$ cat src/rtl/vas_pkg.sv
package vas_pkg;

    typedef enum logic {
        ST_IDLE = 1'b0,
        ST_RUN  = 1'b1
    } vas_state_e;

    // operand slots of the stepper array
    localparam int OP_DST  = 0;
    localparam int OP_SRCA = 1;
    localparam int OP_SRCB = 2;
    localparam int NUM_OPS = 3;

endpackage

$ cat src/rtl/vas_opnd.sv
// One operand stepper: latches the start register, walks the element offset
// for vector operands and flags the final step.
module vas_opnd #(
    parameter int AW  = 5,
    parameter int VLW = 7
) (
    input  logic           clk,
    input  logic           rst_n,
    input  logic           load,
    input  logic           step,
    input  logic           is_vec,
    input  logic [AW-1:0]  num,
    input  logic [AW-1:0]  base,
    input  logic [VLW-1:0] run_len,
    output logic [AW-1:0]  addr,
    output logic           at_end
);

    typedef struct packed {
        logic           vec;
        logic [AW-1:0]  start_reg;
        logic [VLW-1:0] offs;
    } opnd_t;

    opnd_t st_d, st_q;

    always_comb begin
        st_d = st_q;
        if (load) begin
            st_d.vec       = is_vec;
            st_d.start_reg = is_vec ? base : num;
            st_d.offs      = '0;
        end else if (step && st_q.vec) begin
            st_d.offs = st_q.offs + VLW'(1);
        end
    end

    always_ff @(posedge clk or negedge rst_n) begin
        if (!rst_n) begin
            st_q <= '0;
        end else begin
            st_q <= st_d;
        end
    end

    // register index wraps modulo the file size
    assign addr   = st_q.start_reg + AW'(st_q.offs);
    assign at_end = st_q.vec && ((st_q.offs + VLW'(1)) == run_len);

endmodule

$ cat src/rtl/vas_ctrl.sv
// Loop sequencer: start acceptance, element index, predicate shifting,
// termination and the completion pulse.
module vas_ctrl
    import vas_pkg::*;
#(
    parameter int MAXVL = 64,
    parameter int VLW   = 7
) (
    input  logic             clk,
    input  logic             rst_n,
    input  logic             start,
    input  logic [VLW-1:0]   vl_in,
    input  logic [MAXVL-1:0] pred_in,
    input  logic             dst_vec_in,
    input  logic             any_end,
    output logic             load,
    output logic             step,
    output logic             wr_en,
    output logic             busy,
    output logic             done,
    output logic [VLW-1:0]   src_offs,
    output logic [VLW-1:0]   run_len
);

    typedef struct packed {
        vas_state_e       st;
        logic [VLW-1:0]   idx;
        logic [VLW-1:0]   len;
        logic [MAXVL-1:0] pmask;
        logic             dvec;
        logic             done;
    } ctrl_t;

    ctrl_t c_d, c_q;
    logic  last_elem;

    always_comb begin
        c_d       = c_q;
        c_d.done  = 1'b0;
        load      = 1'b0;
        step      = 1'b0;
        wr_en     = 1'b0;
        last_elem = 1'b0;
        unique case (c_q.st)
            ST_IDLE: begin
                if (start) begin
                    load = 1'b1;
                    if (vl_in == '0) begin
                        c_d.done = 1'b1;
                    end else begin
                        c_d.st    = ST_RUN;
                        c_d.idx   = '0;
                        c_d.len   = vl_in;
                        c_d.pmask = pred_in;
                        c_d.dvec  = dst_vec_in;
                    end
                end
            end
            ST_RUN: begin
                wr_en     = c_q.pmask[0];
                step      = 1'b1;
                last_elem = ((c_q.idx + VLW'(1)) == c_q.len) || any_end
                            || (!c_q.dvec && c_q.pmask[0]);
                if (last_elem) begin
                    c_d.st   = ST_IDLE;
                    c_d.idx  = '0;
                    c_d.done = 1'b1;
                end else begin
                    c_d.idx   = c_q.idx + VLW'(1);
                    c_d.pmask = c_q.pmask >> 1;
                end
            end
            default: c_d.st = ST_IDLE;
        endcase
    end

    always_ff @(posedge clk or negedge rst_n) begin
        if (!rst_n) begin
            c_q    <= '0;
            c_q.st <= ST_IDLE;
        end else begin
            c_q <= c_d;
        end
    end

    assign busy     = (c_q.st == ST_RUN);
    assign done     = c_q.done;
    assign src_offs = c_q.idx;
    assign run_len  = c_q.len;

endmodule

$ cat src/rtl/vec_add_seq.sv
module vec_add_seq
    import vas_pkg::*;
#(
    parameter int NREG  = 32,
    parameter int XLEN  = 64,
    parameter int MAXVL = 64,
    localparam int AW   = $clog2(NREG),
    localparam int VLW  = $clog2(MAXVL + 1)
) (
    input  logic             clk,
    input  logic             rst_n,
    input  logic             start,
    input  logic [VLW-1:0]   vl,
    input  logic [MAXVL-1:0] pred,
    input  logic             rt_vec,
    input  logic [AW-1:0]    rt_num,
    input  logic [AW-1:0]    rt_base,
    input  logic             ra_vec,
    input  logic [AW-1:0]    ra_num,
    input  logic [AW-1:0]    ra_base,
    input  logic             rb_vec,
    input  logic [AW-1:0]    rb_num,
    input  logic [AW-1:0]    rb_base,
    output logic             busy,
    output logic             done,
    output logic [VLW-1:0]   src_offs,
    output logic [AW-1:0]    rf_a_addr,
    input  logic [XLEN-1:0]  rf_a_data,
    output logic [AW-1:0]    rf_b_addr,
    input  logic [XLEN-1:0]  rf_b_data,
    output logic             rf_we,
    output logic [AW-1:0]    rf_waddr,
    output logic [XLEN-1:0]  rf_wdata
);

    logic [NUM_OPS-1:0] op_vec;
    logic [AW-1:0]      op_num  [NUM_OPS];
    logic [AW-1:0]      op_base [NUM_OPS];
    logic [AW-1:0]      op_addr [NUM_OPS];
    logic [NUM_OPS-1:0] op_end;
    logic               ld, stp, wen;
    logic [VLW-1:0]     run_len;

    assign op_vec = {rb_vec, ra_vec, rt_vec};
    assign op_num[OP_DST]   = rt_num;
    assign op_num[OP_SRCA]  = ra_num;
    assign op_num[OP_SRCB]  = rb_num;
    assign op_base[OP_DST]  = rt_base;
    assign op_base[OP_SRCA] = ra_base;
    assign op_base[OP_SRCB] = rb_base;

    vas_ctrl #(
        .MAXVL (MAXVL),
        .VLW   (VLW)
    ) u_ctrl (
        .clk        (clk),
        .rst_n      (rst_n),
        .start      (start),
        .vl_in      (vl),
        .pred_in    (pred),
        .dst_vec_in (rt_vec),
        .any_end    (|op_end),
        .load       (ld),
        .step       (stp),
        .wr_en      (wen),
        .busy       (busy),
        .done       (done),
        .src_offs   (src_offs),
        .run_len    (run_len)
    );

    for (genvar g = 0; g < NUM_OPS; g++) begin : g_opnd
        vas_opnd #(
            .AW  (AW),
            .VLW (VLW)
        ) u_opnd (
            .clk     (clk),
            .rst_n   (rst_n),
            .load    (ld),
            .step    (stp),
            .is_vec  (op_vec[g]),
            .num     (op_num[g]),
            .base    (op_base[g]),
            .run_len (run_len),
            .addr    (op_addr[g]),
            .at_end  (op_end[g])
        );
    end

    assign rf_a_addr = op_addr[OP_SRCA];
    assign rf_b_addr = op_addr[OP_SRCB];
    assign rf_waddr  = op_addr[OP_DST];
    assign rf_we     = wen;
    assign rf_wdata  = rf_a_data + rf_b_data;

endmodule

$ cat config.mk
export PLATFORM = sky130hd
export DESIGN_NAME = vec_add_seq
export DESIGN_NICKNAME = d
export VERILOG_FILES = /design/src/rtl/vas_pkg.sv /design/src/rtl/vas_opnd.sv /design/src/rtl/vas_ctrl.sv /design/src/rtl/vec_add_seq.sv
export SDC_FILE = /design/constraint.sdc
export NUM_CORES = 1
export LEC_CHECK = 0
export ABC_AREA = 1
export BUFFER_PORTS_ARGS = -buffer_cell sky130_fd_sc_hd__buf_2
export CORE_ASPECT_RATIO = 0.7
export CORE_MARGIN = 2
export CORE_UTILIZATION = 55
export DETAILED_ROUTE_END_ITERATION = 10
export HOLD_SLACK_MARGIN = 0.1
export PLACE_DENSITY = 0.82
export SLEW_MARGIN = 20
export SYNTH_ARGS = -nofsm -noshare
export SYNTH_HDL_FRONTEND = slang
export SYNTH_SLANG_ARGS = --single-unit
$ cat constraint.sdc
create_clock -name clk -period 3.9 [get_ports clk]
set_input_delay 0.39 -clock clk [delete_from_list [all_inputs] [get_ports clk]]
set_output_delay 0.39 -clock clk [all_outputs]
set_load 0.005 [all_outputs]
# After elaboration in Yosys (flattened, before gate mapping)
# Cells that the tools add are included.
classes:
  add_sub_neg: 8
  n_eq_ne: 7
  muxes: 23
  n_bitwise: 2
  n_reduce_logical: 18
ops:
  columns: ["operator", "count"]
  rows:
  - ["$pmux W64 S2", 1]
  - ["$mux W81", 1]
  - ["$mux W80", 1]
  - ["$add A64 B64 Y64", 1]
  - ["$mux W64", 1]
  - ["$mux W7", 7]
  - ["$add A7 B1 Y7 const B", 4]
  - ["$eq A7 B7 Y1", 4]
  - ["$pmux W8 S2", 1]
  - ["$add A5 B5 Y5", 3]
  - ["$mux W5", 3]
  - ["$logic_and A1 B1 Y1", 7]
  - ["$logic_not A7 Y1", 1]
  - ["$mux W1", 7]
  - ["$ne A2 B2 Y1 const B", 3]
  - ["$reduce_and A3 Y1", 2]
  - ["$reduce_bool A2 Y1", 3]
  - ["$reduce_or A3 Y1", 1]
  - ["$logic_or A1 B1 Y1", 2]
  - ["$not A1 Y1", 2]
  - ["$pmux W1 S2", 1]
  - ["$reduce_and A2 Y1", 1]
  - ["$logic_not A1 Y1", 1]
totals:
  regBits: 120
  input_bits: 235
  output_inout_bits: 89
  word_cells: 73

# Longest topological paths before layout
# Gate-level depths: netlist of run 1.
depth:
  ltp_word: 8
  mapped_depth: 17

# By module
# From an unflattened synthesis of run 1, not the netlist that was laid out.
hier_totals:
  cells_unflattened: 2307
  hier_area_um2: 13175.1
modules_own_cells:
  columns: ["mod", "n_inst", "cells_each", "area_per_inst_um2"]
  rows:
  - ["vec_add_seq", 1, 1285, 5989.5]
  - ["vas_ctrl", 1, 620, 4351.7]
  - ["vas_opnd", 3, 134, 944.7]

# Worst setup path after synthesis of run 1
# No wires, ideal clock.
synth_timing:
  path_type: "input -> output"
  start: "input port rf_a_data[0]"
  end: "output port rf_wdata[58]"
  arrival_time_ps: 1970
  required_ps: 3510
  path_slack_ps: 1540
  path_stages: 14
  n_path_buf: 0
  path_cell_list: "ha_1 > fa_1 > nand3_1 > nand2_1 > nand2_1 > nand2_1 > a21oi_1 > inv_1 > nand2_1 > nand2b_1 > nand2_1 > nand2_1 > nand2_1 > nand2_1"
synth_via:
  elab_chain_len: 1
synth_lines:
  columns: ["item", "line_no", "rtl"]
  rows:
  - ["start, declared", "vec_add_seq.sv:28", "input logic [XLEN-1:0] rf_a_data,"]
  - ["$add A64 B64 Y64", "vec_add_seq.sv:94", "assign rf_wdata = rf_a_data + rf_b_data;"]
  - ["end, declared", "vec_add_seq.sv:33", "output logic [XLEN-1:0] rf_wdata"]
# Every way passes these cells.

# Final worst setup path of run 1
layout_timing:
  start: "input port rf_a_data[0]"
  end: "output port rf_wdata[34]"
# The elaborated chain is that of the path after synthesis.

==> impl_summary.txt, run 1 <==
----------------------------------------------------
[Run status]
  Run status ... finished, violations left
  Violated checks ... design-rule violations

[Setup path]
  Reg-to-reg slack, setup ... 0.85 ns
  Data required time at the worst endpoint ... between 3 and 4 ns
  RR Startpoint ... g_opnd[2].u_opnd.st_q[0]
  Worst path arrival time ... around 2.8 ns
  Category of the most critical setup path ... primary input to output pin
  Critical Path Start ... rf_a_data[0]
  Crit path launch type ... primary input
  Reg-to-reg critical path endpoint ... u_ctrl.c_q[39]
  Worst Setup End Kind ... output pin
  Worst-case reg-to-reg path depth ... 16
  Critical path fanouts, max ... 5

[STA]
  Setup violations, final ... 0
  RSZ-0062 raised after global routing ... false
  Final-layout worst hold slack ... between 0.15 and 0.2 ns
  Fmax ... between 300 and 400 MHz
  Post-layout minimum cycle time ... around 3.2 ns
  Relative slew margins ... a little under half
  Hold violation total from the final report ... 0
  Largest clock skew in the final design ... ~0.015 ns
  Ratio of final minimum period to clock period ... roughly 83%
  Slew Viols, Final ... 0
  TNS Setup ... 0 ns
  Transition time at the pin with the least slew margin ... 0.790 ns

[Clock tree]
  Count of cells resized by post-cts repair ... 0
  Total clock buffers created by CTS ... 17
  Clock latency on the worst-skew pair ... between 0.4 and 0.5 ns
  Clk buf depth ... 2
  Clock transition at path regs ... around 0.070 ns
  Post-CTS Repair Setup Buffers ... 0
  TritonCTS Sinks ... 120
  TritonCTS clock tree ... built
  Cell chosen for the clock root ... clkbuf_16
  CTS hold repair buffers ... 1
  H-tree levels ... 4

[Route]
  DRC violation count after routing ... 2
  Vias per cell ... slightly below 6
  First-iteration detailed-routing DRC count ... 1464
  Antenna-violating nets left ... 0
  Total routed wirelength ... approximately 45000 um
  Drt wl/cell ... between 15 and 20 um
  Vias after detailed routing ... roughly 14000
  Initial DRT Pass Iterations ... 8

[Synthesis]
  Yosys top cell area share ... a little over a quarter
  Number of flip-flops and latches in the synthesized netlist ... 120
  Synthesized instance count ... 1781
  Yosys warns ... 0
  Post-synth net total ... 2099
  Sequential fraction of the synthesis area ... between 20% and 30%
  Cell types occupying the most area after synthesis ... dfrtp_1, nand2_1, ha_1
  Synthesized area per cell ... ~6.4 um2
  Synth unique cells ... 36
  Post-synthesis instance area ... about 11000 um2
  Cell type with the highest aggregate area in the netlist ... dfrtp_1

[GRT]
  Largest net degree at the start of global routing ... 80
  First-pass GRT wire length ... ~69000 um
  Total gr overflow ... 0
  Via count of the first global-routing pass ... between 10000 and 15000
  Initial antenna violation count ... 0
  All-Layer GR Usage ... between 40% and 50%

[Layout]
  Final core utilization ... between 60% and 70%
  Post-synthesis to final-layout area growth ... 20.7%
  Final instance area ... roughly 14000 um2
  Nets ... 2400
  Fraction of final layout cells sized beyond drive strength 1 ... about 18%

[Floorplan]
  Die Y-Extent ... roughly 120 um
  Starting Density ... 55.7%
  Die Span X ... 177 um
  Die area ... approximately 22000 um2
  Number of core rows ... 44
  Std-Cell Core Area ... 20600 um2
  Total I/O pin count ... around 320

[Hold path]
  End point of the most critical hold path ... u_ctrl.c_q[65]
  HP Start ... pred[63]
  Type of the most critical hold path ... primary input to flop
  Count of cells along the worst hold path ... 3

[Place]
  Number of port buffers ... roughly 320
  Final HPWL from detailed placement ... between 30000 and 40000 um
  RD Place Congestion ... 1.06
  Placement Cell Area ... about 13000 um2

[Power and ir drop]
  Static leakage ... roughly 0.0072 uW
  Max IR drop VDD ... ~0.00048 V
  Total Power ... 7960 uW
  Power per unit of standard cell area ... approximately 570 nW/um2

[Flow run]
  Max cap viols ... 0

----------------------------------------------------
[critical path, stage by stage]
cell and delay (ns):
buf_2 0.10, ha_1 0.22, fa_1 0.40, nand3_1 0.09
nand2_1 0.17, nand2_1 0.11, nand2_1 0.10, a21oi_1 0.51
inv_1 0.13, nand2_1 0.11, nand2b_1 0.12, nand2_1 0.11
nand2_1 0.06, nand2_1 0.05, nand2_1 0.04, buf_2 0.12
[worst max path at each step]
stage | to | slack, ns | cells after the start
floorplan | rf_wdata[58] | 1.54 | 14
global placement | rf_wdata[58] | 0.87 | 16
detailed placement | rf_wdata[34] | 0.77 | 16
CTS | rf_wdata[34] | 0.77 | 16
global route | rf_wdata[58] | 0.51 | 16
finish | rf_wdata[34] | 0.67 | 16
[cells in the mapped netlist]
library cell / count
o21bai_1: 5
nand3_1: 179
or2_2: 3
o211ai_1: 4
o21ai_0: 100
nand2b_1: 2
buf_6: 6
nand4_1: 15
nor4_1: 3
nand3b_1: 1
nor2_1: 197
nor2_2: 1
fa_1: 4
a211oi_1: 1
ha_1: 79
inv_2: 3
a22o_1: 63
buf_4: 7
dfrtp_1: 120
buf_2: 17
inv_1: 201
a31oi_1: 7
xor2_1: 52
nor2_4: 1
a21boi_0: 2
nand2_4: 2
a21oi_1: 126
nand2_1: 503
clkbuf_2: 1
nor3_1: 16
xnor2_1: 11
o22ai_1: 20
a21o_1: 8
clkbuf_1: 18
or3_1: 1
clkinv_1: 2
[stage by stage]
step | std cells | setup WS [ns]
detailed placement | 2338 | 0.773
CTS | 2371 | 0.774
global route | 2371 | 0.511
global placement | 2338 | 0.874
finish | 2372 | 0.671
floorplan | 1781 | 1.54
[cell families (layout without fill, tap and decap cells)]
family                   Yosys count  in the layout  share of synthesized area (%)
flip-flops                       120            120                           26.2
AO/OA/AOI/OAI                    336            336                           17.4
adder cells (fa/ha/maj)           83             83                           9.31
buffers and inverters            255            569                           9.16
AND/OR/NAND/NOR                  924            924                           33.1
other                              0              1                              0
XOR/XNOR                          63             63                           4.81
[state kept, by name (all words and copies together) (netlist names)]
register            cells
u_ctrl.c_q             65
u_ctrl.busy             1
u_ctrl.src_offs         7
u_ctrl.run_len          7
u_ctrl.done             1
g_opnd.u_opnd.st_q     39
[power by group]
group | total (uW) | switching, uW | internal [uW]
registers | 2120 | 431 | 1690
logic | 4160 | 2630 | 1530
clock network | 1670 | 648 | 1020
[cell usage in the layout, fill, tap and decap left out, types with 11 or more instances in the layout]
cell         n
a21oi_1    126
a22o_1      63
buf_2      322
clkbuf_16   17
dfrtp_1    119
ha_1        79
inv_1      201
nand2_1    503
nand3_1    179
nand4_1     15
nor2_1     196
nor3_1      16
o21ai_0    100
o22ai_1     20
xnor2_1     11
xor2_1      52
[final cells by class]
type | count | area, um2
fill | 1850 | 6740
tap | 276 | 345
sequential | 120 | 3000
timing repair buffer | 331 | 1680
antenna | 1 | 2.50
clock buffer | 18 | 429
clock inverter | 14 | 186
multi-input combinational | 1406 | 7430
inverter | 206 | 773
[routing by layer]
layer	part of all wire (%)	up-vias	global-route usage, %
met1	43	6489	57.6
met2	42	1007	59.7
met4	2.7	0	11.7
li1	-	6494	-
met3	13	84	10.3
met5	0	-	0
Power figures use the tool's default switching activity.
==> inputs of run 2 (changes only) <==
- CORE_UTILIZATION: 55 -> 54
- PLACE_DENSITY: 0.82 -> 0.8
- clock period: 3.9 -> 3 ns (I/O delays scaled with it)
==> run 2 against run 1 <==
  * The flow now finishes without violations
  * Non-clock buffer count grew 18
  * Global-route usage grew 0.22 points
  * First-iteration DRC count grew 12%
  * Cell area grew 1.2%
  * Final cell count grew 0.89%
  * Total power grew 29%
  * Utilization grew 0.058 points
  * Worst hold slack lost 0.074 ns
  * Register-to-register slack lost 0.55 ns
==> impl_summary.txt, run 2 (synthesized netlist as in run 1, its figures left out) <==
----------------------------------------------------
[Setup path]
  Reg-to-reg slack, setup ... roughly 0.3 ns
  Cell with the biggest individual delay on the critical path ... a21oi_1
  Longest individual stage delay on the worst path ... ~0.47 ns
  Worst path arrival time ... 2.65 ns
  Critical path fanouts, max ... 4
  Data required time at the worst endpoint ... 2.70 ns
  Worst Setup End Kind ... output pin
  Crit path launch type ... primary input
  Cell Chain, Critical Path ... buf_2 -> ha_1 -> a21oi_1 -> o21ai_0 -> a21oi_1 -> nand2_1 -> xor2_2 -> buf_2
  Category of the most critical setup path ... primary input to output pin

[GRT]
  Initial antenna violation count ... 4
  Highest-utilization routing layer at the global route stage ... met2
  Met2 Resource Use GR ... between 50% and 60%
  Met3 demand-to-capacity share in global routing ... between 10 and 15%
  Total gr overflow ... 0
  All-Layer GR Usage ... 40.5%
  Global routing usage on met1 ... between 50% and 60%
  Via count of the first global-routing pass ... 12948
  Largest net degree at the start of global routing ... 80
  First-pass GRT wire length ... 70000 um

[Clock tree]
  TritonCTS clock tree ... built
  Clk buf depth ... 2
  H-tree levels ... 4
  Clock latency on the worst-skew pair ... ~0.43 ns
  TritonCTS Sinks ... 120
  Cell chosen for the clock root ... clkbuf_16
  Clock transition at path regs ... roughly 0.070 ns
  Post-CTS Repair Setup Buffers ... 0
  Total clock buffers created by CTS ... 17

[Floorplan]
  Die Y-Extent ... 126 um
  Number of core rows ... 44
  Die area ... approximately 22000 um2
  Starting Density ... between 50% and 60%
  Die Span X ... approximately 180 um
  Total I/O pin count ... roughly 320
  Std-Cell Core Area ... 20800 um2

[Place]
  Final HPWL from detailed placement ... between 30000 and 40000 um
  Number of cells in the design after placement ... about 2400
  Placement Cell Area ... 13400 um2
  Number of port buffers ... 323
  RD Place Congestion ... 1.06

[STA]
  TNS Setup ... 0 ns
  Ratio of final minimum period to clock period ... 98.2%
  Largest clock skew in the final design ... ~0.018 ns
  Transition time at the pin with the least slew margin ... between 0.7 and 0.8 ns
  Relative slew margins ... a little under half
  Post-layout minimum cycle time ... around 3 ns
  Setup violations, final ... 0
  RSZ-0062 raised after global routing ... false
  Fmax ... ~340 MHz
  Hold violation total from the final report ... 0
  Slew Viols, Final ... 0

[Power and ir drop]
  Power per unit of standard cell area ... 731 nW/um2
  Static leakage ... around 0.0073 uW
  Max IR drop VDD ... 0.000521 V

[Layout]
  Filler cell count in the final layout ... around 1800
  Top flop regs ... u_ctrl.c_q: 65 flops, g_opnd.u_opnd.st_q: 39 flops
  Biggest register ... u_ctrl.c_q
  Fraction of final layout cells sized beyond drive strength 1 ... roughly a fifth
  Combined area of the multi-input logic cells ... 7450 um2
  Most frequent standard cell in the layout excluding fill and tap cells ... nand2_1
  Final core utilization ... 67.3%
  Highest-count cells in the layout ignoring fill and taps ... nand2_1, buf_2, inv_1
  Max FFs per register ... 65
  Post-synthesis to final-layout area growth ... 22.1%
  Seq. cell area ... 3000 um2
  Nets ... between 2000 and 2500
  Cell Count, Final, Fillers Out ... roughly 2400
  Final instance area ... about 14000 um2

[Run status]
  Run status ... finished, final reports clean

[Route]
  Drt wl/cell ... 19.3 um
  First-iteration detailed-routing DRC count ... roughly 1600
  Antenna-violating nets left ... 0
  Vias per cell ... 5.90
  Total routed wirelength ... around 46000 um
  DRC violation count after routing ... 0
  Vias after detailed routing ... roughly 14000
  Initial DRT Pass Iterations ... 6

[Hold path]
  Type of the most critical hold path ... primary input to flop

[Flow run]
  Max cap viols ... 0

----------------------------------------------------
## run 2: cell count changes in the layout (fill, tap and decap cells not counted), moves of 3 or more
| cell | before | now |
|---|---|---|
| buf_4 | 8 | 23 |
| clkinv_8 | 0 | 4 |
| inv_8 | 1 | 5 |
| bufinv_16 | 3 | 0 |
| diode_2 | 1 | 4 |
## run 2: worst max-delay path: cells and delay by family
| kind | cells | cell delay (ns) |
|---|---|---|
| AND/OR/NAND/NOR | 1 | 0.29 |
| buffers and inverters | 2 | 0.28 |
| XOR/XNOR | 1 | 0.31 |
| adder cells (fa/ha/maj) | 1 | 0.35 |
| AO/OA/AOI/OAI | 3 | 1.10 |
## run 2: timing repair
item,4_1_cts,5_1_grt
setup endpoints to repair,0,9
endpoints found under the hold margin,53,0
hold buffers,3,0
resized for setup,0,5
## run 2: where the power goes
part           leakage [uW]  internal, uW  switching (uW)  total [uW]
Clock              0.000294          1130             947        2070
Combinational       0.00549          2040            3380        5420
Sequential          0.00155          2200             559        2750
Total               0.00734          5360            4880       10200
## run 2: stage by stage
stage | total power, uW | setup WS, ns | hold WS, ns
final | 10200 | 0.0542 | 0.109
after global routing | 10900 | 0.00525 | 0.129
after CTS | 10100 | 0.0878 | 0.104
after detailed placement | 7960 | 0.0970 | 0.380
after global placement | 7800 | 0.0553 | 0.373
after floorplan | 6280 | 0.820 | 0.00441
## run 2: path summary, 6_finish.rpt
check	start	endpoint	cells past startpoint
worst max-delay path	rf_a_data[21]	rf_wdata[22]	8
worst max register to register	g_opnd[2].u_opnd.st_q[0]	u_ctrl.c_q[58]	16
worst min register to register	u_ctrl.c_q[9]	u_ctrl.c_q[9]	2
min in group asynchronous	rst_n	u_ctrl.c_q[55]	2
worst min-delay path	rt_base[0]	g_opnd[0].u_opnd.st_q[7]	3
max in group asynchronous	rst_n	u_ctrl.busy	3
## run 2: final cells by class
| type | instances | share of cell area, % |
|---|---|---|
| Inverter | 206 | 5.52 |
| Clock buffer | 17 | 3.04 |
| Tap cell | 276 | 2.46 |
| Multi-Input combinational cell | 1406 | 53.1 |
| Sequential cell | 120 | 21.4 |
| Clock inverter | 15 | 1.24 |
| Antenna cell | 4 | 0.0714 |
| Timing Repair Buffer | 349 | 13.1 |
## run 2: metal layers
layer  up-vias  wire, um
li1       6538         -
met1      6604     19600
met2       917     19400
met3        68      6300
met4         0       787
met5         -         0
